File: src/rtl/ea_pkg.sv
package ea_pkg;
    typedef enum logic [1:0] {
        MODE_PAGE0 = 2'b00,
        MODE_PCREL = 2'b01,
        MODE_IDXLO = 2'b10,
        MODE_IDXHI = 2'b11
    } ea_mode_e;

    typedef enum logic {
        ST_IDLE = 1'b0,
        ST_WAIT = 1'b1
    } ea_state_e;
endpackage

File: src/rtl/ea_decode.sv
module ea_decode
    import ea_pkg::*;
#(
    parameter int AW    = 16,
    parameter int OPW   = 6,
    parameter int DW    = 8,
    parameter int N_IND = 4,
    parameter logic [N_IND*OPW-1:0] IND_CODES = '0
) (
    input  logic [AW-1:0] instr,
    output ea_mode_e      mode,
    output logic [DW-1:0] disp,
    output logic          is_ind
);
    localparam int XBIT = DW + 1;
    localparam int RBIT = DW;

    logic [OPW-1:0]   opcode;
    logic [N_IND-1:0] hit;

    assign opcode = instr[AW-1:AW-OPW];
    assign disp   = instr[DW-1:0];
    assign mode   = ea_mode_e'({instr[XBIT], instr[RBIT]});

    for (genvar i = 0; i < N_IND; i++) begin : g_match
        assign hit[i] = (opcode == IND_CODES[i*OPW +: OPW]);
    end

    assign is_ind = |hit;
endmodule

File: src/rtl/ea_base_sel.sv
module ea_base_sel
    import ea_pkg::*;
#(
    parameter int AW = 16,
    parameter int DW = 8
) (
    input  ea_mode_e      mode,
    input  logic [DW-1:0] disp,
    input  logic [AW-1:0] pc,
    input  logic [AW-1:0] idx_lo,
    input  logic [AW-1:0] idx_hi,
    output logic [AW-1:0] addr
);
    localparam int EXT = AW - DW;

    logic [AW-1:0] disp_zx;
    logic [AW-1:0] disp_sx;
    logic [AW-1:0] base;

    assign disp_zx = {{EXT{1'b0}}, disp};
    assign disp_sx = {{EXT{disp[DW-1]}}, disp};

    always_comb begin
        case (mode)
            MODE_PCREL: base = pc;
            MODE_IDXLO: base = idx_lo;
            MODE_IDXHI: base = idx_hi;
            default:    base = '0;
        endcase
        if (mode == MODE_PAGE0) addr = disp_zx;
        else                    addr = base + disp_sx;
    end
endmodule

File: src/rtl/ea_gen.sv
module ea_gen
    import ea_pkg::*;
#(
    parameter int AW    = 16,
    parameter int OPW   = 6,
    parameter int DW    = 8,
    parameter int N_IND = 4,
    parameter logic [N_IND*OPW-1:0] IND_CODES = {6'h33, 6'h32, 6'h23, 6'h22}
) (
    input  logic          clk,
    input  logic          rst_n,
    input  logic          start,
    input  logic [AW-1:0] instr,
    input  logic [AW-1:0] pc,
    input  logic [AW-1:0] idx_lo,
    input  logic [AW-1:0] idx_hi,
    input  logic          rd_valid,
    input  logic [AW-1:0] rd_data,
    output logic          ea_valid,
    output logic [AW-1:0] ea_addr,
    output logic          rd_req,
    output logic [AW-1:0] rd_addr
);
    typedef struct packed {
        ea_state_e     st;
        logic          ea_valid;
        logic [AW-1:0] ea_addr;
        logic          rd_req;
        logic [AW-1:0] rd_addr;
    } regs_t;

    ea_mode_e      mode;
    logic [DW-1:0] disp;
    logic          is_ind;
    logic [AW-1:0] calc_addr;
    regs_t         r_d;
    regs_t         r_q;

    ea_decode #(
        .AW(AW), .OPW(OPW), .DW(DW), .N_IND(N_IND), .IND_CODES(IND_CODES)
    ) u_dec (
        .instr  (instr),
        .mode   (mode),
        .disp   (disp),
        .is_ind (is_ind)
    );

    ea_base_sel #(.AW(AW), .DW(DW)) u_sel (
        .mode   (mode),
        .disp   (disp),
        .pc     (pc),
        .idx_lo (idx_lo),
        .idx_hi (idx_hi),
        .addr   (calc_addr)
    );

    always_comb begin
        r_d          = r_q;
        r_d.ea_valid = 1'b0;
        r_d.rd_req   = 1'b0;
        case (r_q.st)
            ST_IDLE: begin
                if (start) begin
                    if (is_ind) begin
                        r_d.rd_req  = 1'b1;
                        r_d.rd_addr = calc_addr;
                        r_d.st      = ST_WAIT;
                    end else begin
                        r_d.ea_valid = 1'b1;
                        r_d.ea_addr  = calc_addr;
                    end
                end
            end
            default: begin
                if (rd_valid) begin
                    r_d.ea_valid = 1'b1;
                    r_d.ea_addr  = rd_data;
                    r_d.st       = ST_IDLE;
                end
            end
        endcase
    end

    always_ff @(posedge clk) begin
        if (!rst_n) r_q <= '{st: ST_IDLE, default: '0};
        else        r_q <= r_d;
    end

    assign ea_valid = r_q.ea_valid;
    assign ea_addr  = r_q.ea_addr;
    assign rd_req   = r_q.rd_req;
    assign rd_addr  = r_q.rd_addr;
endmodule

File: config.mk
export PLATFORM = sky130hd
export DESIGN_NAME = ea_gen
export DESIGN_NICKNAME = d
export VERILOG_FILES = /design/src/rtl/ea_pkg.sv /design/src/rtl/ea_decode.sv /design/src/rtl/ea_base_sel.sv /design/src/rtl/ea_gen.sv
export SDC_FILE = /design/constraint.sdc
export NUM_CORES = 1
export LEC_CHECK = 0
export BUFFER_PORTS_ARGS = -buffer_cell sky130_fd_sc_hd__buf_2
export CAP_MARGIN = 20
export CORE_MARGIN = 1
export CORE_UTILIZATION = 50
export DETAILED_ROUTE_END_ITERATION = 10
export PLACE_DENSITY_LB_ADDON = 0.15
export SLEW_MARGIN = 25
export SYNTH_ARGS = -nofsm -noshare
export SYNTH_HDL_FRONTEND = slang
export SYNTH_SLANG_ARGS = --single-unit
export TNS_END_PERCENT = 5
File: constraint.sdc
create_clock -name clk -period 7.4 [get_ports clk]
set_input_delay 0.74 -clock clk [delete_from_list [all_inputs] [get_ports clk]]
set_output_delay 0.74 -clock clk [all_outputs]
set_load 0.005 [all_outputs]
# Word level (Yosys, flattened, before mapping)
# Index checks and enable logic that the tools add are counted.
[op_classes]
mux = 8
addsub = 1
bitwise = 3
n_eq_ne = 9
reduce_logical = 6
[op_table]
columns = ["operator", "count"]
rows = [
  ["one-hot mux 16 bit (3 select lines)", 1],
  ["2-to-1 mux 18 bit", 2],
  ["2-to-1 mux 35 bit", 1],
  ["2-to-1 mux 17 bit", 2],
  ["== test 6 bit, second input constant", 4],
  ["adder 16 bit", 1],
  ["2-to-1 mux 16 bit", 1],
  ["AND reduction 3 bit", 2],
  ["== test 2 bit, second input constant", 2],
  ["OR reduction 4 bit", 1],
  ["NOT 1 bit", 3],
  ["OR reduction 3 bit", 1],
  ["== test 2 x 1 -> 1 bit, second input constant", 1],
  ["zero test 2 bit", 1],
  ["inequality test 2 x 1 -> 1 bit, second input constant", 1],
  ["inequality test 2 bit, second input constant", 1],
  ["nonzero test 2 bit", 1],
  ["2-to-1 mux 1 bit", 1],
]
[totals]
output_inout_bits = 34
elab_cells = 32
in_bits = 84
ff_bits = 35

# Depth between registers and ports, before layout
# Gate-level depths: netlist of run 1.
[depth]
ltp_word = 7
depth_mapped = 13
mapped_depth_nobuf = 10

# Cells and area by module
# From an unflattened synthesis of run 1, not the netlist that was laid out.
[hier_totals]
hier_cells = 372
hier_area_um2 = 3004.1
[by_module_without_submodules]
columns = ["module", "seq_area_each_um2", "n_inst", "cells_each", "area_per_inst_um2"]
rows = [
  ["ea_gen", 700.7, 1, 185, 1651.6],
  ["ea_base_sel", 0.0, 1, 176, 1265.0],
  ["ea_decode", 0.0, 1, 11, 87.6],
]

# Worst setup path after synthesis of run 1
# No wires, ideal clock.
[synth_path]
kind = "input port to flip-flop"
startpoint = "input port instr[8]"
endpoint = "register r_q, in the netlist rd_addr[12]"
cell_stages = 11
t_arrival_ns = 3.090
setup_slack_ns = 4.193
cell_sequence = "buf_6 -> clkbuf_1 -> mux2_2 -> a22o_1 -> ha_1 -> nand3_2 -> o221a_2 -> o31ai_2 -> a21oi_1 -> xnor2_1 -> a22o_1"
[synth_via]
elab_chain_len = 4
[synth_lines]
columns = ["item", "line_no", "source"]
rows = [
  ["start, declared", "ea_gen.sv:13", "input logic [AW-1:0] instr,"],
  ["== test 2 bit or == test 2 x 1 -> 1 bit (tied branches)", "ea_base_sel.sv:24", "case (mode)"],
  ["one-hot mux 16 bit (3 select lines)", "ea_base_sel.sv:24", ""],
  ["adder 16 bit", "ea_base_sel.sv:31", "else addr = base + disp_sx;"],
  ["2-to-1 mux 16 bit *", "ea_base_sel.sv:30", "if (mode == MODE_PAGE0) addr = disp_zx;"],
  ["end signal, assigned", "ea_gen.sv:86", "else r_q <= r_d;"],
  ["end, declared", "ea_gen.sv:37", "regs_t r_q;"],
]
# Mark *: on every way between the ends. The rest lies on a longest branch, timed or not.
# A chain may end at the register's enable or synchronous reset.

# Worst setup path in the final report of run 1
[layout_path]
startpoint = "input port instr[8]"
endpoint = "register r_q, in the netlist ea_addr[14]"
[layout_via]
elab_chain_len = 7
[layout_lines]
columns = ["item", "line_no", "source"]
rows = [
  ["== test 2 bit or == test 2 x 1 -> 1 bit (tied branches)", "ea_base_sel.sv:24", ""],
  ["one-hot mux 16 bit (3 select lines)", "ea_base_sel.sv:24", ""],
  ["adder 16 bit", "ea_base_sel.sv:31", ""],
  ["2-to-1 mux 16 bit *", "ea_base_sel.sv:30", ""],
  ["2-to-1 mux 17 bit *", "ea_gen.sv:64", "if (is_ind) begin"],
  ["2-to-1 mux 35 bit *", "ea_gen.sv:63", "if (start) begin"],
  ["2-to-1 mux 18 bit *", "ea_gen.sv:61", "case (r_q.st)"],
]
# Mark *: on every way between the ends. The rest lies on a longest branch, timed or not. The select of a mux whose other input is x is not followed.

==> run metrics, run 1 <==
status=finished clean; Yosys cell types=59; Comb power frac=34.7%; Yosys top cell by area=dfxtp_1; CP startpoint=instr[8]; postcts setup bufs=0; Placed Instances=491; hold_ws=456.0 ps; top post-synthesis cells by area=dfxtp_1 24%, a22o_1 8.7%, buf_4 8.5%; Crit path top cell by count=a21oi_1; final core utilization=59.91%; PD cells=167.5 nW/um2; critical path's slowest cell=fa_1; min-delay src=rd_addr[11]; worst path arrival time=3520 ps; Global Route Usage Sum=23.01%; Remaining DRCs=0; core area=5574 um2; worst-path maximum fanout=19; diode count=0; H-tree lvl count=2; Mapped Area=2917 um2; Critical R2R Launch=r_q[34]; DIE WIDTH=78.38 um; # IOs=118; row cnt=27; leakage power=1.619 nW; Routability Congestion=0.8094; DRT Pass-1 Iters=4; proportion of layout cells with a drive suffix above 1=35.45%; routed len/inst=13.39 um; initial core utilization=52.32%; Starting DRT DRC Count=87; # Max-Cap Violations=0; Reg power frac=36.7%; clock slew at reported path FFs=60 ps; crit-path max cell delay=400 ps; top cell type's share of synthesized area=24.02%; post-DP HPWL=5.360 mm; Post-synth top cells=39 x nand2_1, 35 x dfxtp_1, 33 x buf_4; Clk pwr share=28.6%; Max clock buf depth=2; Via Count=2735; number of global-route vias before repair=2536; crit-path cells=buf_2 > mux2_2 > a22o_1 > ha_1 > fa_1 > a21oi_1 > o221ai_1 > a21oi_1 > mux2i_1 > a211oi_1 > o21ai_0; ys async rst share=0%; Crit Path Class=in2reg; Die ar.=6143 um2; fin worst setup slack=4026 ps; vias per cell=5.492; Max Slew Vio Count=0; Final Hold Viols=0; final wirelength=6.666 mm; syn nets=456; ys flop type=dfxtp_1; die span in y=78.38 um; Overflow after GRT=0; Final period util=45.59%; worst clock skew=7.543 ps; P_sw=0.0001714 W; CTS-repair resized insts=0; P&R area growth vs syn=14.50%; Tightest Pin Transition=801.8 ps; flops & latches, synth=35; largest net degree at the start of global routing=33; crit path launch type=primary input; switching share of power=30.66%; most common cell in the netlist=nand2_1; CTS Root Buffer Type=clkbuf_8; initial antenna violation count=0; Int Pwr=0.0003878 W; Cell Count, Final, Fillers Out=498; Syn. warnings=0; Worst EP required=7550 ps; post-route ant nets=0; Post-synth EDFFs=0; first-pass GRT wire length=11.43 mm; Seq/Total Area, Yosys=24.02%; worst min path class=reg2reg; cts hold-fix bufs=0; CTS tree=done; Mapped Cells=356; Clock Sinks=35; Setup-failing EPs final=0; setup_tns=0 ps; Clock Latency Late Sink=280 ps; Port-buffer cells=115; RSZ-0062 raised after global routing=no; Final min period=3374 ps; Fill cells=527; IR drop worst, VDD=86.87 uV; Final Net Count=526; relative slew slack=46.35%; Max Freq=0.2964 GHz; pre-CTS setup slack=3434 ps; CTS Buf Count=5; Syn Area/Cell=8.193 um2; Setup crit end kind=flop
-- power by group through the flow --
stage          clock, W  sequential (W)  combinational [W]
6_report       0.000160        0.000205           0.000194
2_1_floorplan         0        0.000209           0.000149
4_1_cts        0.000162        0.000206           0.000193
5_1_grt        0.000173        0.000207           0.000217
3_3_place_gp          0        0.000210           0.000189
3_5_place_dp          0        0.000210           0.000192
-- worst paths after layout --
| path | slack (ps) | endpoint | cells after the start |
|---|---|---|---|
| max | 4030 | ea_addr[14] | 11 |
| min | 460 | rd_addr[11] | 2 |
| max reg2reg | 5440 | rd_addr[13] | 5 |
| min reg2reg | 460 | rd_addr[11] | 2 |
-- layout by cell type, fill, tap and decap left out, types with 2 or more instances in the layout --
cell	netlist	final
mux2_2	16	16
ha_1	15	15
o211a_1	3	3
o221ai_1	2	2
a22oi_1	2	2
nor3_1	4	4
or4_1	2	2
and2_1	2	2
a21oi_1	21	21
dfxtp_1	35	35
nand4_1	2	2
a221oi_1	4	4
o21ai_0	25	25
nand3_1	11	11
a21oi_2	2	2
a211oi_1	2	2
inv_1	5	5
and3_1	2	2
a21boi_0	2	2
or2_1	2	2
xor2_1	3	3
xnor2_1	7	7
o211ai_1	2	2
o31ai_1	4	4
o21bai_1	3	3
nor2b_1	7	6
nand2b_1	3	3
o21a_1	2	2
a22o_1	29	29
clkbuf_8	0	5
nor2_1	20	20
mux2i_1	4	4
buf_2	3	115
nand2_1	39	39
-- sequential cells by signal (all words and copies together) (netlist names) --
| name | flops |
|---|---|
| rd_addr | 16 |
| r_q | 1 |
| ea_valid | 1 |
| ea_addr | 16 |
| rd_req | 1 |
-- area by class of cell --
cell class | instances | area, um2 | share of cell area, %
Sequential cell | 35 | 700.7 | 20.98
Tap cell | 72 | 90.09 | 2.698
Clock buffer | 6 | 72.57 | 2.173
Clock inverter | 1 | 30.03 | 0.8992
Inverter | 5 | 18.77 | 0.5620
Multi-Input combinational cell | 264 | 1852 | 55.45
Timing Repair Buffer | 115 | 575.6 | 17.23
-- metal layers --
layer | up-vias | wire length (um) | GRT usage, %
li1 | 1405 | - | -
met1 | 1206 | 3172 | 30.70
met2 | 115 | 2959 | 38.16
met3 | 9 | 427 | 3.488
met4 | 0 | 106 | 6.852
met5 | - | 0 | 0
-- critical path, delay by kind of cell --
family | cells | cell delay [ps]
buffers and inverters | 1 | 320
multiplexers | 2 | 470
AO/OA/AOI/OAI | 6 | 1370
adder cells (fa/ha/maj) | 2 | 600
-- stage by stage --
step	total power, W	area, um2
final	0.0005593	3339
after global routing	0.0005967	3339
after CTS	0.0005604	3337
after detailed placement	0.0004019	3234
after global placement	0.0003982	3234
after floorplan	0.0003580	2917
-- kinds of logic after synthesis --
family	share of synthesized area (%)
DFF	24.02
and+or+nand+nor	17.25
adders and majority gates	7.121
xor gates and xnor gates	3.003
muxes	7.936
AOI/OAI and AO/OA	28.10
buffers and inverters	12.57
Power figures use the tool's default switching activity.
==> inputs of run 2 (changes only) <==
- CORE_UTILIZATION: 50 -> 49
- clock period: 7.4 -> 3.3 ns (I/O delays scaled with it)
==> run metrics, run 2 (synthesized netlist as in run 1, its figures left out) <==
Via Count=2734; Finished Cell Area=3352 um2; Clock Latency Late Sink=280 ps; status=finished clean; Tightest Pin Transition=776.1 ps; post-DP HPWL=5.446 mm; # IOs=118; CTS tree=done; crit path launch type=primary input; first-pass GRT wire length=11.13 mm; Routability Congestion=0.8129; R2R cell count=5; relative slew slack=48.26%; final core utilization=59.77%; pre-CTS setup slack=270.0 ps; switching share of power=32.45%; Final min period=2743 ps; vias per cell=5.446; Global Route Usage Sum=22.20%; commonest cells after routing, fill and taps aside=115 x buf_2, 39 x nand2_1, 35 x dfxtp_1; setup_tns=0 ps; Max Freq=0.3646 GHz; fin worst setup slack=556.9 ps; leakage power=1.633 nW; worst r2r dst=rd_addr[13]; Overflow after GRT=0; Final Hold Viols=0; Max clock buf depth=2; post-route ant nets=0; initial antenna violation count=0; IR drop worst, VDD=216.7 uV; Starting DRT DRC Count=141; Clock Sinks=35; worst clock skew=3.741 ps; core area=5608 um2; PD cells=360.4 nW/um2; Clk pwr share=25.7%; Reg area=700.7 um2; Remaining DRCs=0; Placed Area=3264 um2; # Max-Cap Violations=0; Max Slew Vio Count=0; cts hold-fix bufs=0; Multi-input gate area=1849 um2; Setup crit end kind=flop; diode count=0; worst path arrival time=2900 ps; met3 Resource Use GR=2.989%; Final period util=83.12%; DRT Pass-1 Iters=4; CTS Buf Count=5; CTS Root Buffer Type=clkbuf_8; Die ar.=6265 um2; crit path capture=rd_addr[14]; Critical R2R Launch=r_q[34]; commonest non-fill, non-tap cell in the layout=buf_2; die span in y=79.15 um; Worst EP required=3460 ps; row cnt=27; DIE WIDTH=79.15 um; RSZ-0062 raised after global routing=no; H-tree lvl count=2; P&R area growth vs syn=14.93%; CP startpoint=instr[8]; initial core utilization=52.01%; worst min path class=in2reg; register-to-register setup slack=1320 ps; P_sw=0.0003920 W; met2 GRT Util=37.07%; postcts setup bufs=0; routed len/inst=13.37 um; Comb power frac=36.2%; clock slew at reported path FFs=70 ps; CTS-repair resized insts=0; number of global-route vias before repair=2525; Crit Path Class=in2reg; Fill cells=528; Port-buffer cells=115; final wirelength=6.710 mm; met1 Use GR=28.84%; Int Pwr=0.0008160 W; Reg power frac=38.1%; Design Power=0.001208 W; proportion of layout cells with a drive suffix above 1=36.05%; GR peak layer=met2; Final Net Count=530; Setup-failing EPs final=0; worst-path maximum fanout=15; largest net degree at the start of global routing=33
==> run 2: changes by cell type in the layout (fill, tap and decap cells not counted) <==
| cell | before | now |
|---|---|---|
| buf_4 | 0 | 4 |
| bufinv_16 | 1 | 0 |
| clkbuf_1 | 1 | 0 |
| clkbuf_8 | 5 | 6 |
| clkinv_2 | 0 | 1 |
| nor2b_1 | 6 | 7 |
| nor2b_2 | 1 | 0 |
==> run 2: layer usage <==
layer / routed length [um] / up-vias
met5: 0 / -
met4: 133 / 0
met2: 3014 / 100
met1: 3193 / 1215
li1: - / 1409
met3: 368 / 10
==> run 2: worst max-delay path, cell delays in order <==
cell,delay (ps)
buf_2,130
buf_4,200
nor2b_1,160
a22o_1,250
ha_1,210
fa_1,420
a21oi_1,240
o221ai_1,200
a21oi_1,200
mux2i_1,90
a211oi_1,330
o21ai_0,130
==> run 2: per-stage QoR <==
stage	std cells	hold WS (ps)
finish	502	314.1
global route	502	340.3
CTS	502	309.3
detailed placement	495	444.6
global placement	495	442.5
floorplan	356	424.7
==> run 2: worst min path at each step <==
stage                startpoint           to  slack, ps  cells past startpoint
floorplan           rd_addr[14]  rd_addr[14]        420                      2
global placement     rd_addr[7]   rd_addr[7]        440                      2
CTS                  rd_data[2]   ea_addr[2]        310                      3
detailed placement   rd_addr[7]   rd_addr[7]        440                      2
finish               rd_data[2]   ea_addr[2]        310                      3
global route         rd_data[2]   ea_addr[2]        340                      3
==> run 2: power by group through the flow <==
stage | Combinational, W | Sequential (W) | Clock, W
final | 0.000437 | 0.000461 | 0.000310
after global routing | 0.000490 | 0.000464 | 0.000331
after CTS | 0.000437 | 0.000461 | 0.000313
after detailed placement | 0.000436 | 0.000470 | 0
after global placement | 0.000428 | 0.000470 | 0
after floorplan | 0.000335 | 0.000468 | 0
==> run 2: area by class of cell <==
class | count | share of cell area (%)
Timing Repair Buffer | 119 | 18.07
Clock inverter | 1 | 0.1493
Inverter | 5 | 0.5599
Sequential cell | 35 | 20.90
Tap cell | 72 | 2.688
Clock buffer | 6 | 2.464
Multi-Input combinational cell | 264 | 55.17
